==> config.mk <==
export PLATFORM = sky130hd
export DESIGN_NAME = gpio_bank_ctrl
export DESIGN_NICKNAME = d
export VERILOG_FILES = /design/src/rtl/gpio_bank_pkg.sv /design/src/rtl/gpio_sync.sv /design/src/rtl/gpio_port.sv /design/src/rtl/gpio_bank_ctrl.sv
export SDC_FILE = /design/constraint.sdc
export NUM_CORES = 1
export LEC_CHECK = 0
export BUFFER_PORTS_ARGS = -buffer_cell sky130_fd_sc_hd__buf_2
export CORE_MARGIN = 2
export CORE_UTILIZATION = 40
export DETAILED_ROUTE_END_ITERATION = 8
export PLACE_DENSITY_LB_ADDON = 0.08
export SLEW_MARGIN = 5
export SYNTH_ARGS = -nofsm -noshare
export SYNTH_HDL_FRONTEND = slang
export SYNTH_HIERARCHICAL = 1
export SYNTH_SLANG_ARGS = --single-unit
==> constraint.sdc <==
create_clock -name clk_i -period 1.6 [get_ports clk_i]
set_input_delay 0.16 -clock clk_i [delete_from_list [all_inputs] [get_ports clk_i]]
set_output_delay 0.16 -clock clk_i [all_outputs]
set_load 0.05 [all_outputs]
==> src/rtl/gpio_bank_pkg.sv <==
package gpio_bank_pkg;
  localparam int PORT_W  = 8;
  localparam int NPORTS  = 4;
  localparam int NPIN    = PORT_W * NPORTS;
  localparam int PSEL_W  = $clog2(NPORTS);
  localparam int GRP_LSB = 2 + PSEL_W;

  typedef enum logic [2:0] {
    GRP_CFG  = 3'd0,
    GRP_OE   = 3'd1,
    GRP_OUT  = 3'd2,
    GRP_IN   = 3'd3,
    GRP_STA  = 3'd4,
    GRP_EN   = 3'd5,
    GRP_TYPE = 3'd6,
    GRP_CLR  = 3'd7
  } grp_e;

  function automatic logic [PORT_W-1:0] mask_upd(input logic [PORT_W-1:0] old_v,
                                                 input logic [PORT_W-1:0] msk,
                                                 input logic [PORT_W-1:0] val);
    return (old_v & ~msk) | (val & msk);
  endfunction
endpackage

==> src/rtl/gpio_sync.sv <==
module gpio_sync #(
  parameter int W = 32
) (
  input  logic         clk_i,
  input  logic         rst_ni,
  input  logic [W-1:0] d_i,
  output logic [W-1:0] q_o
);
  logic [W-1:0] meta_q;

  always_ff @(posedge clk_i or negedge rst_ni) begin
    if (!rst_ni) begin
      meta_q <= '0;
      q_o    <= '0;
    end else begin
      meta_q <= d_i;
      q_o    <= meta_q;
    end
  end
endmodule

==> src/rtl/gpio_port.sv <==
module gpio_port
  import gpio_bank_pkg::*;
#(
  parameter int PW = PORT_W
) (
  input  logic          clk_i,
  input  logic          rst_ni,
  input  logic          wr_i,
  input  logic          masked_i,
  input  grp_e          grp_i,
  input  logic [3*PW-1:0] wdata_i,
  input  logic [PW-1:0] pin_i,
  output logic [PW-1:0] cfg_o,
  output logic [PW-1:0] oe_o,
  output logic [PW-1:0] out_o,
  output logic [PW-1:0] sta_o,
  output logic [PW-1:0] en_o,
  output logic [PW-1:0] pol_o,
  output logic [PW-1:0] edge_o,
  output logic [PW-1:0] both_o
);
  logic [PW-1:0] msk, val, prev_q;
  logic [PW-1:0] rise, fall, trig, lvl_hit;
  logic [PW-1:0] clr_vec, sclr, sset, sticky, sta_d;

  assign msk = masked_i ? wdata_i[2*PW-1:PW] : '1;
  assign val = wdata_i[PW-1:0];

  always_ff @(posedge clk_i or negedge rst_ni) begin
    if (!rst_ni) begin
      cfg_o  <= '0;
      oe_o   <= '0;
      out_o  <= '0;
      en_o   <= '0;
      pol_o  <= '0;
      edge_o <= '0;
      both_o <= '0;
    end else if (wr_i) begin
      unique case (grp_i)
        GRP_CFG: cfg_o <= mask_upd(cfg_o, msk, val);
        GRP_OE:  oe_o  <= mask_upd(oe_o, msk, val);
        GRP_OUT: out_o <= mask_upd(out_o, msk, val);
        GRP_EN:  en_o  <= mask_upd(en_o, msk, val);
        GRP_TYPE: begin
          pol_o <= mask_upd(pol_o, msk, val);
          if (!masked_i) begin
            edge_o <= wdata_i[2*PW-1:PW];
            both_o <= wdata_i[3*PW-1:2*PW];
          end
        end
        default: ;
      endcase
    end
  end

  // trigger detection on synchronized pins
  always_comb begin
    rise    = pin_i & ~prev_q;
    fall    = ~pin_i & prev_q;
    trig    = (both_o & (rise | fall)) | (~both_o & pol_o & rise) | (~both_o & ~pol_o & fall);
    lvl_hit = ~(pin_i ^ pol_o);
    clr_vec = (wr_i && !masked_i && grp_i == GRP_CLR) ? val : '0;
    sclr    = (wr_i && masked_i && grp_i == GRP_STA) ? (msk & ~val) : '0;
    sset    = (wr_i && masked_i && grp_i == GRP_STA) ? (msk & val) : '0;
    // new edge wins over a clear in the same cycle
    sticky  = (sta_o & ~clr_vec & ~sclr) | sset | trig;
    sta_d   = (edge_o & sticky) | (~edge_o & lvl_hit);
  end

  always_ff @(posedge clk_i or negedge rst_ni) begin
    if (!rst_ni) begin
      prev_q <= '0;
      sta_o  <= '0;
    end else begin
      prev_q <= pin_i;
      sta_o  <= sta_d;
    end
  end
endmodule

==> src/rtl/gpio_bank_ctrl.sv <==
module gpio_bank_ctrl
  import gpio_bank_pkg::*;
#(
  parameter int          ADDR_W   = 12,
  parameter logic [31:0] MASK_OFS = 32'h80
) (
  input  logic              clk_i,
  input  logic              rst_ni,
  input  logic              wr_en_i,
  input  logic [ADDR_W-1:0] addr_i,
  input  logic [31:0]       wdata_i,
  output logic [31:0]       rdata_o,
  input  logic [NPIN-1:0]   pad_in_i,
  output logic [NPIN-1:0]   pin_en_o,
  output logic [NPIN-1:0]   pad_oe_o,
  output logic [NPIN-1:0]   pad_out_o,
  output logic              irq_o
);
  localparam int PW       = PORT_W;
  localparam int MASK_BIT = $clog2(MASK_OFS);

  grp_e              grp;
  logic [PSEL_W-1:0] psel;
  logic              masked;
  logic [NPIN-1:0]   sync_in, sta_all, en_all, pol_all, edge_all, both_all;
  logic              unused_bits;

  assign grp         = grp_e'(addr_i[GRP_LSB +: 3]);
  assign psel        = addr_i[2 +: PSEL_W];
  assign masked      = addr_i[MASK_BIT];
  assign unused_bits = ^{addr_i, wdata_i[31:3*PW]};

  gpio_sync #(.W(NPIN)) u_sync (
    .clk_i (clk_i),
    .rst_ni(rst_ni),
    .d_i   (pad_in_i),
    .q_o   (sync_in)
  );

  for (genvar p = 0; p < NPORTS; p++) begin : g_port
    gpio_port #(.PW(PW)) u_port (
      .clk_i   (clk_i),
      .rst_ni  (rst_ni),
      .wr_i    (wr_en_i && psel == PSEL_W'(p)),
      .masked_i(masked),
      .grp_i   (grp),
      .wdata_i (wdata_i[3*PW-1:0]),
      .pin_i   (sync_in[p*PW +: PW]),
      .cfg_o   (pin_en_o[p*PW +: PW]),
      .oe_o    (pad_oe_o[p*PW +: PW]),
      .out_o   (pad_out_o[p*PW +: PW]),
      .sta_o   (sta_all[p*PW +: PW]),
      .en_o    (en_all[p*PW +: PW]),
      .pol_o   (pol_all[p*PW +: PW]),
      .edge_o  (edge_all[p*PW +: PW]),
      .both_o  (both_all[p*PW +: PW])
    );
  end

  always_comb begin
    rdata_o = '0;
    unique case (grp)
      GRP_CFG:  rdata_o[PW-1:0] = pin_en_o[psel*PW +: PW];
      GRP_OE:   rdata_o[PW-1:0] = pad_oe_o[psel*PW +: PW];
      GRP_OUT:  rdata_o[PW-1:0] = pad_out_o[psel*PW +: PW];
      GRP_IN:   rdata_o[PW-1:0] = sync_in[psel*PW +: PW];
      GRP_STA:  rdata_o[PW-1:0] = sta_all[psel*PW +: PW];
      GRP_EN:   rdata_o[PW-1:0] = en_all[psel*PW +: PW];
      GRP_TYPE: rdata_o[3*PW-1:0] = {both_all[psel*PW +: PW], edge_all[psel*PW +: PW],
                                     pol_all[psel*PW +: PW]};
      default:  rdata_o = '0;
    endcase
  end

  assign irq_o = |(sta_all & en_all);
endmodule

==> qor.csv, run 1 <==
stage,metric,value,unit
clocking,CTS tree,yes,
clocking,worst-skew pair later-pin latency,0.61,ns
placement,placer's final routability congestion estimate,0.952,
drt,1st-iter DRT viols,1523,
pwr,clock power share,32.9,%
min_path,Hold Path Class,in -> async,
layout,most frequent cells in the layout,"buf_4 (450), dfrtp_1 (272), mux2_2 (204)",
floorplan,Initial Utilization,40.5,%
drt,Total Wirelength,78.9,mm
sta,Final WS setup,-0.932,ns
worst_setup_path,R2R depth,6,
layout,layout cells sized above 1,50.7,%
worst_setup_path,Setup CP Type,reg -> out,
yosys,Synth area leader,dfrtp_1,
layout,# fillers,4076,
worst_setup_path,Crit path arrival time,2.37,ns
yosys,top cell type's share of synthesized area,45.7,%
pwr,Flop pwr share,37.0,%
global_routing,total grt overflow,0,
sta,Final period util,158,%
yosys,post-synthesis register bit count,352,
layout,Final Cell Area,27100,sq um
pwr,Pleak,0.0128,uW
drt,DR DRC count,0,
pwr,Cell Pwr Density,1170,nW/um^2
yosys,synth top area cells,"dfrtp_1 (46%), mux2_2 (13%), ha_1 (4.2%)",
floorplan,Die Y-Extent,224,um
placement,DP HPWL,60.2,mm
global_routing,first-pass GRT wire length,114,mm
floorplan,Die W,224,um
global_routing,GR Util All Layers,31.5,%
pwr,Peak VDD IR,0.802,mV
drt,wire length per cell,26.2,um
yosys,number of synthesized flops with an enable pin,0,
pwr,Psw,10900,uW
drt,drt pass-1 iters,6,
yosys,Synth Warn #,6,
clocking,CTS Buf Count,42,
layout,Area growth syn-to-layout,40.5,%
run_status,status,finished with violations,
sta,worst hold margin,0.0411,ns
global_routing,largest net degree at the start of global routing,61,
pwr,Int Power,20700,uW
worst_setup_path,"Req. time, crit path",1.44,ns
worst_setup_path,crit path max fanout,2,
clocking,CTS root buf,clkbuf_16,
sta,fin crit period,2.53,ns
worst_setup_path,worst r2r src,u_sync/q_o[28]$_DFF_PN0_,
pwr,Sw Share,34.6,%
yosys,"FFs w/ async S/R, synth",100,%
sta,maximum clock rate,395,MHz
sta,max_slew headroom,51.7,%
sta,setup TNS,-14.42,ns
sta,"Hold Vio Cnt, Final",0,
clocking,Worst-path clk slew,0.06,ns
yosys,Synth cell types,69,
worst_setup_path,Setup crit end kind,primary output,
worst_setup_path,FF-to-FF End,g_port[3].u_port/sta_o[4]$_DFF_PN0_,
sta,Final Max Slew Viols,0,
layout,"commonest non-fill, non-tap cell in the layout",buf_4,
worst_setup_path,Crit-path slowest cell,o41a_2,
run,max-cap viol count,0,
yosys,post-synthesis sequential area ratio,45.7,%
worst_setup_path,CP Launch Type,flip-flop,
yosys,Syn Inst Count,1693,
floorplan,IO Pins,208,
clocking,H-tree Lvls,2,
worst_setup_path,flop-to-flop setup slack,0.03,ns
sta,Clock Skew,0.0226,ns
pwr,combinational share of power,30.1,%
sta,RSZ-0062 raised after global routing,true,
drt,Vias,16700,
yosys,Mapped Area,19300,sq um
clocking,Sink Count,352,
placement,PortBufs,185,
worst_setup_path,"slowest stage delay, CP",0.53,ns
sta,slew of the pin with the lowest slew margin,0.725,ns
drt,DR vias/cell,5.55,
run_status,failing checks,setup timing,
sta,"Setup violations, final",25,
drt,Post-DRT Antenna Nets,0,
layout,final net count,2501,
global_routing,vias in the first global route,16400,
floorplan,num rows,80,
clocking,CTS max path bufs,3,
yosys,prevailing post-synth register cell,dfrtp_1,
yosys,syn avg cell area,11.4,sq um
floorplan,die area,50000,sq um
floorplan,core area,47600,sq um
placement,Placement Cell Area,24400,sq um
worst_setup_path,CP cell instances,mux2_4 -> a221oi_2 -> nor2_1 -> o41a_2 -> buf_6,
global_routing,initial antenna violation count,0,
-- final cells by class --
class                      count  area (sq um)  area share [%]
tap                          615           769            2.84
sequential                   352          8910            32.9
multi-input combinational   1187         10200            37.5
antenna                        3          7.51          0.0277
inverter                      69           259           0.955
clock buffer                  58          1180            4.36
clock inverter                20           302            1.11
timing repair buffer         706          5520            20.3
-- cell usage after synthesis (32+ instances only) --
cell type	n
dfrtp_1	352
mux2_2	222
nand2_1	146
nand3_1	135
nor2_1	113
inv_1	69
ha_1	64
o21ai_0	52
mux2_4	42
nor2b_1	37
a41oi_1	32
xnor2_1	32
-- per-stage QoR --
step	util (%)	setup slack, ns	total power [uW]	instances
2_1_floorplan	-	-0.324	15900	1700
3_3_place_gp	51.1	-0.662	20500	2855
3_5_place_dp	51.1	-0.699	20600	2855
4_1_cts	56.4	-0.954	31500	2997
5_1_grt	56.9	-0.974	32700	3007
6_report	56.9	-0.932	31600	3010
-- kinds of logic (layout without fill, tap and decap cells) --
family | after synthesis | in the layout | share of synthesized area (%)
adders and majority gates | 64 | 64 | 4.15
other | 1 | 11 | 0.0194
xor gates and xnor gates | 32 | 32 | 1.45
muxes | 326 | 326 | 21.2
and+or+nand+nor | 561 | 561 | 15.1
buffers and inverters | 161 | 853 | 5.01
DFF | 352 | 352 | 45.7
AOI/OAI and AO/OA | 196 | 196 | 7.36
-- metal layers --
| metal | global-route usage (%) | wire length [um] |
|---|---|---|
| met5 | 0 | 0 |
| met1 | 46.2 | 36000 |
| met2 | 48.5 | 34900 |
| met3 | 4.16 | 5400 |
| met4 | 9.89 | 2590 |
-- how the worst max path moves through the flow --
stage,startpoint,end,slack [ns],cells past startpoint
after global placement,addr_i[6],rdata_o[3],-0.66,9
after CTS,u_sync/q_o[14]$_DFF_PN0_,rdata_o[6],-0.95,5
after detailed placement,addr_i[6],rdata_o[3],-0.70,9
final,u_sync/q_o[6]$_DFF_PN0_,rdata_o[6],-0.93,5
after floorplan,addr_i[4],rdata_o[4],-0.32,8
after global routing,flip-flop,rdata_o[6],-0.97,6
-- repair_timing --
action,4_1_cts,5_1_grt
pin swaps,22,11
hold buffers,41,0
setup endpoints to repair,37,45
hold endpoints to repair,416,0
setup buffers,26,10
gates resized for setup,143,45
-- power groups by stage --
stage | registers, uW | logic, uW | clock network, uW
after CTS | 11600 | 9320 | 10600
final | 11700 | 9530 | 10400
after detailed placement | 11800 | 8790 | 0
after global routing | 11800 | 10000 | 10900
after floorplan | 12700 | 3180 | 0
after global placement | 11800 | 8700 | 0
-- worst max-delay path: cells and delay by family (launching register included) --
kind                   cells  cell delay [ns]
AOI/OAI and AO/OA          2             0.81
buffers and inverters      1             0.17
DFF                        1             0.43
muxes                      1             0.28
and+or+nand+nor            1             0.10
Note: power is estimated with default switching activity, not from simulation.
==> run 2, diff against run 1 <==
Settings changed: SETUP_SLACK_MARGIN set to 0.05.
==> qor.csv, run 2 (same netlist as run 1, synthesis figures left out) <==
stage,metric,value,unit
sta,Clock Skew,0.0169,ns
floorplan,Die Y-Extent,224,um
global_routing,largest net degree at the start of global routing,76,
run,max-cap viol count,0,
clocking,CTS tree,yes,
clocking,Sink Count,352,
layout,"commonest non-fill, non-tap cell in the layout",buf_4,
drt,Post-DRT Antenna Nets,0,
global_routing,vias in the first global route,16400,
clocking,CTS Buf Count,42,
placement,Place WS,-0.698,ns
run_status,failing checks,setup timing,
worst_setup_path,Crit path arrival time,2.29,ns
floorplan,Initial Utilization,40.5,%
drt,Vias,16500,
placement,DP HPWL,60.7,mm
min_path,Hold Path Class,in -> async,
drt,DR DRC count,0,
layout,Final Cell Area,27200,sq um
floorplan,die area,50000,sq um
sta,Final WS setup,-0.852,ns
sta,worst hold margin,0.0587,ns
pwr,Pleak,0.0128,uW
layout,final net count,2488,
worst_setup_path,crit path max fanout,2,
layout,layout cells sized above 1,51.1,%
sta,max_slew headroom,50.6,%
global_routing,initial antenna violation count,2,
drt,drt pass-1 iters,5,
placement,PortBufs,185,
sta,maximum clock rate,408,MHz
placement,Placement Cell Area,24500,sq um
sta,Final period util,153,%
layout,most frequent cells in the layout,"buf_4 (432), dfrtp_1 (273), mux2_2 (192)",
clocking,H-tree Lvls,2,
clocking,Worst-path clk slew,0.07,ns
sta,"Hold Vio Cnt, Final",0,
drt,Total Wirelength,80.1,mm
worst_setup_path,"Req. time, crit path",1.44,ns
worst_setup_path,flop-to-flop setup slack,0.07,ns
sta,"Setup violations, final",25,
drt,wire length per cell,26.8,um
sta,slew of the pin with the lowest slew margin,0.742,ns
sta,fin crit period,2.45,ns
worst_setup_path,Setup crit end kind,primary output,
floorplan,IO Pins,208,
placement,placer's final routability congestion estimate,0.942,
worst_setup_path,Setup CP Type,reg -> out,
layout,utilization after layout,57.1,%
global_routing,GR Util All Layers,32.2,%
worst_setup_path,CP Launch Type,flip-flop,
run_status,status,finished with violations,
sta,Final Max Slew Viols,0,
clocking,worst-skew pair later-pin latency,0.59,ns
pwr,Cell Pwr Density,1130,nW/um^2
sta,RSZ-0062 raised after global routing,true,
drt,1st-iter DRT viols,1472,
global_routing,first-pass GRT wire length,115,mm
floorplan,core area,47600,sq um
clocking,CTS root buf,clkbuf_16,
drt,DR vias/cell,5.52,
sta,setup TNS,-13.20,ns
floorplan,Die W,224,um
global_routing,total grt overflow,0,
floorplan,num rows,80,
pwr,Peak VDD IR,0.814,mV
clocking,CTS max path bufs,3,
layout,Area growth syn-to-layout,41.1,%
[run 2: changes by cell type in the layout (fill, tap and decap cells not counted), moves of 5 or more]
cell       change
bufinv_16      -6
a41oi_2        +5
buf_8          +6
o21ai_2       +11
o21ai_0       -17
mux2_2        -12
mux2_4        +13
clkbuf_8       +6
clkbuf_4       +5
a41oi_1        -5
buf_4         -18
buf_12         +9
buf_2         -14
[run 2: power by group]
part,total [uW],internal [uW],switching [uW],leakage [uW]
Combinational,9580,4320,5260,0.00779
Clock,9490,5530,3960,0.000666
Sequential,11700,10200,1470,0.00432
[run 2: final cells by class]
class	count	area (sq um)
Fill cell	4092	20400
Multi-Input combinational cell	1187	10300
Sequential cell	352	8910
Timing Repair Buffer	693	5610
Clock buffer	68	1300
Tap cell	615	769
Inverter	69	262
Clock inverter	7	38.8
Antenna cell	1	2.50
[run 2: worst paths after layout]
path                                        startpoint                                      to  cells past startpoint
min reg2reg                u_sync/meta_q[27]$_DFF_PN0_                u_sync/q_o[27]$_DFF_PN0_                      0
min                                             rst_ni                               async pin                      2
min in group clk_i                         wdata_i[14]  g_port[2].u_port/edge_o[6]$_DFFE_PN0P_                      3
max in group asynchronous                       rst_ni                               async pin                      3
max                                          flip-flop                              rdata_o[6]                      6
max reg2reg                   u_sync/q_o[26]$_DFF_PN0_     g_port[3].u_port/sta_o[2]$_DFF_PN0_                      5
[run 2: critical path, stage by stage (launching register included)]
cell,delay (ns)
dfrtp_2,0.42
nand2b_1,0.16
a22o_1,0.20
a221oi_2,0.20
nor2_2,0.08
o41a_4,0.49
buf_8,0.16
[run 2: metrics by stage]
step / cells / power (uW)
6_report: 2992 / 30800
5_1_grt: 2991 / 31900
4_1_cts: 2977 / 30600
3_5_place_dp: 2841 / 20600
3_3_place_gp: 2841 / 20500
2_1_floorplan: 1700 / 15900
[run 2: repair_timing]
action,CTS,global route
gates resized for setup,175,76
endpoints found under the setup margin,57,58
hold buffers,41,0
hold endpoints to repair,416,0
pin swaps,36,15
setup buffers,23,18
[run 2: layer usage]
| metal | wire length [um] | track usage [%] | up-vias |
|---|---|---|---|
| met5 | 0 | 0 | - |
| met4 | 3140 | 11.7 | 0 |
| met3 | 5640 | 5.90 | 130 |
| met2 | 35800 | 49.6 | 658 |
| met1 | 35500 | 45.3 | 8358 |
| li1 | - | - | 7381 |
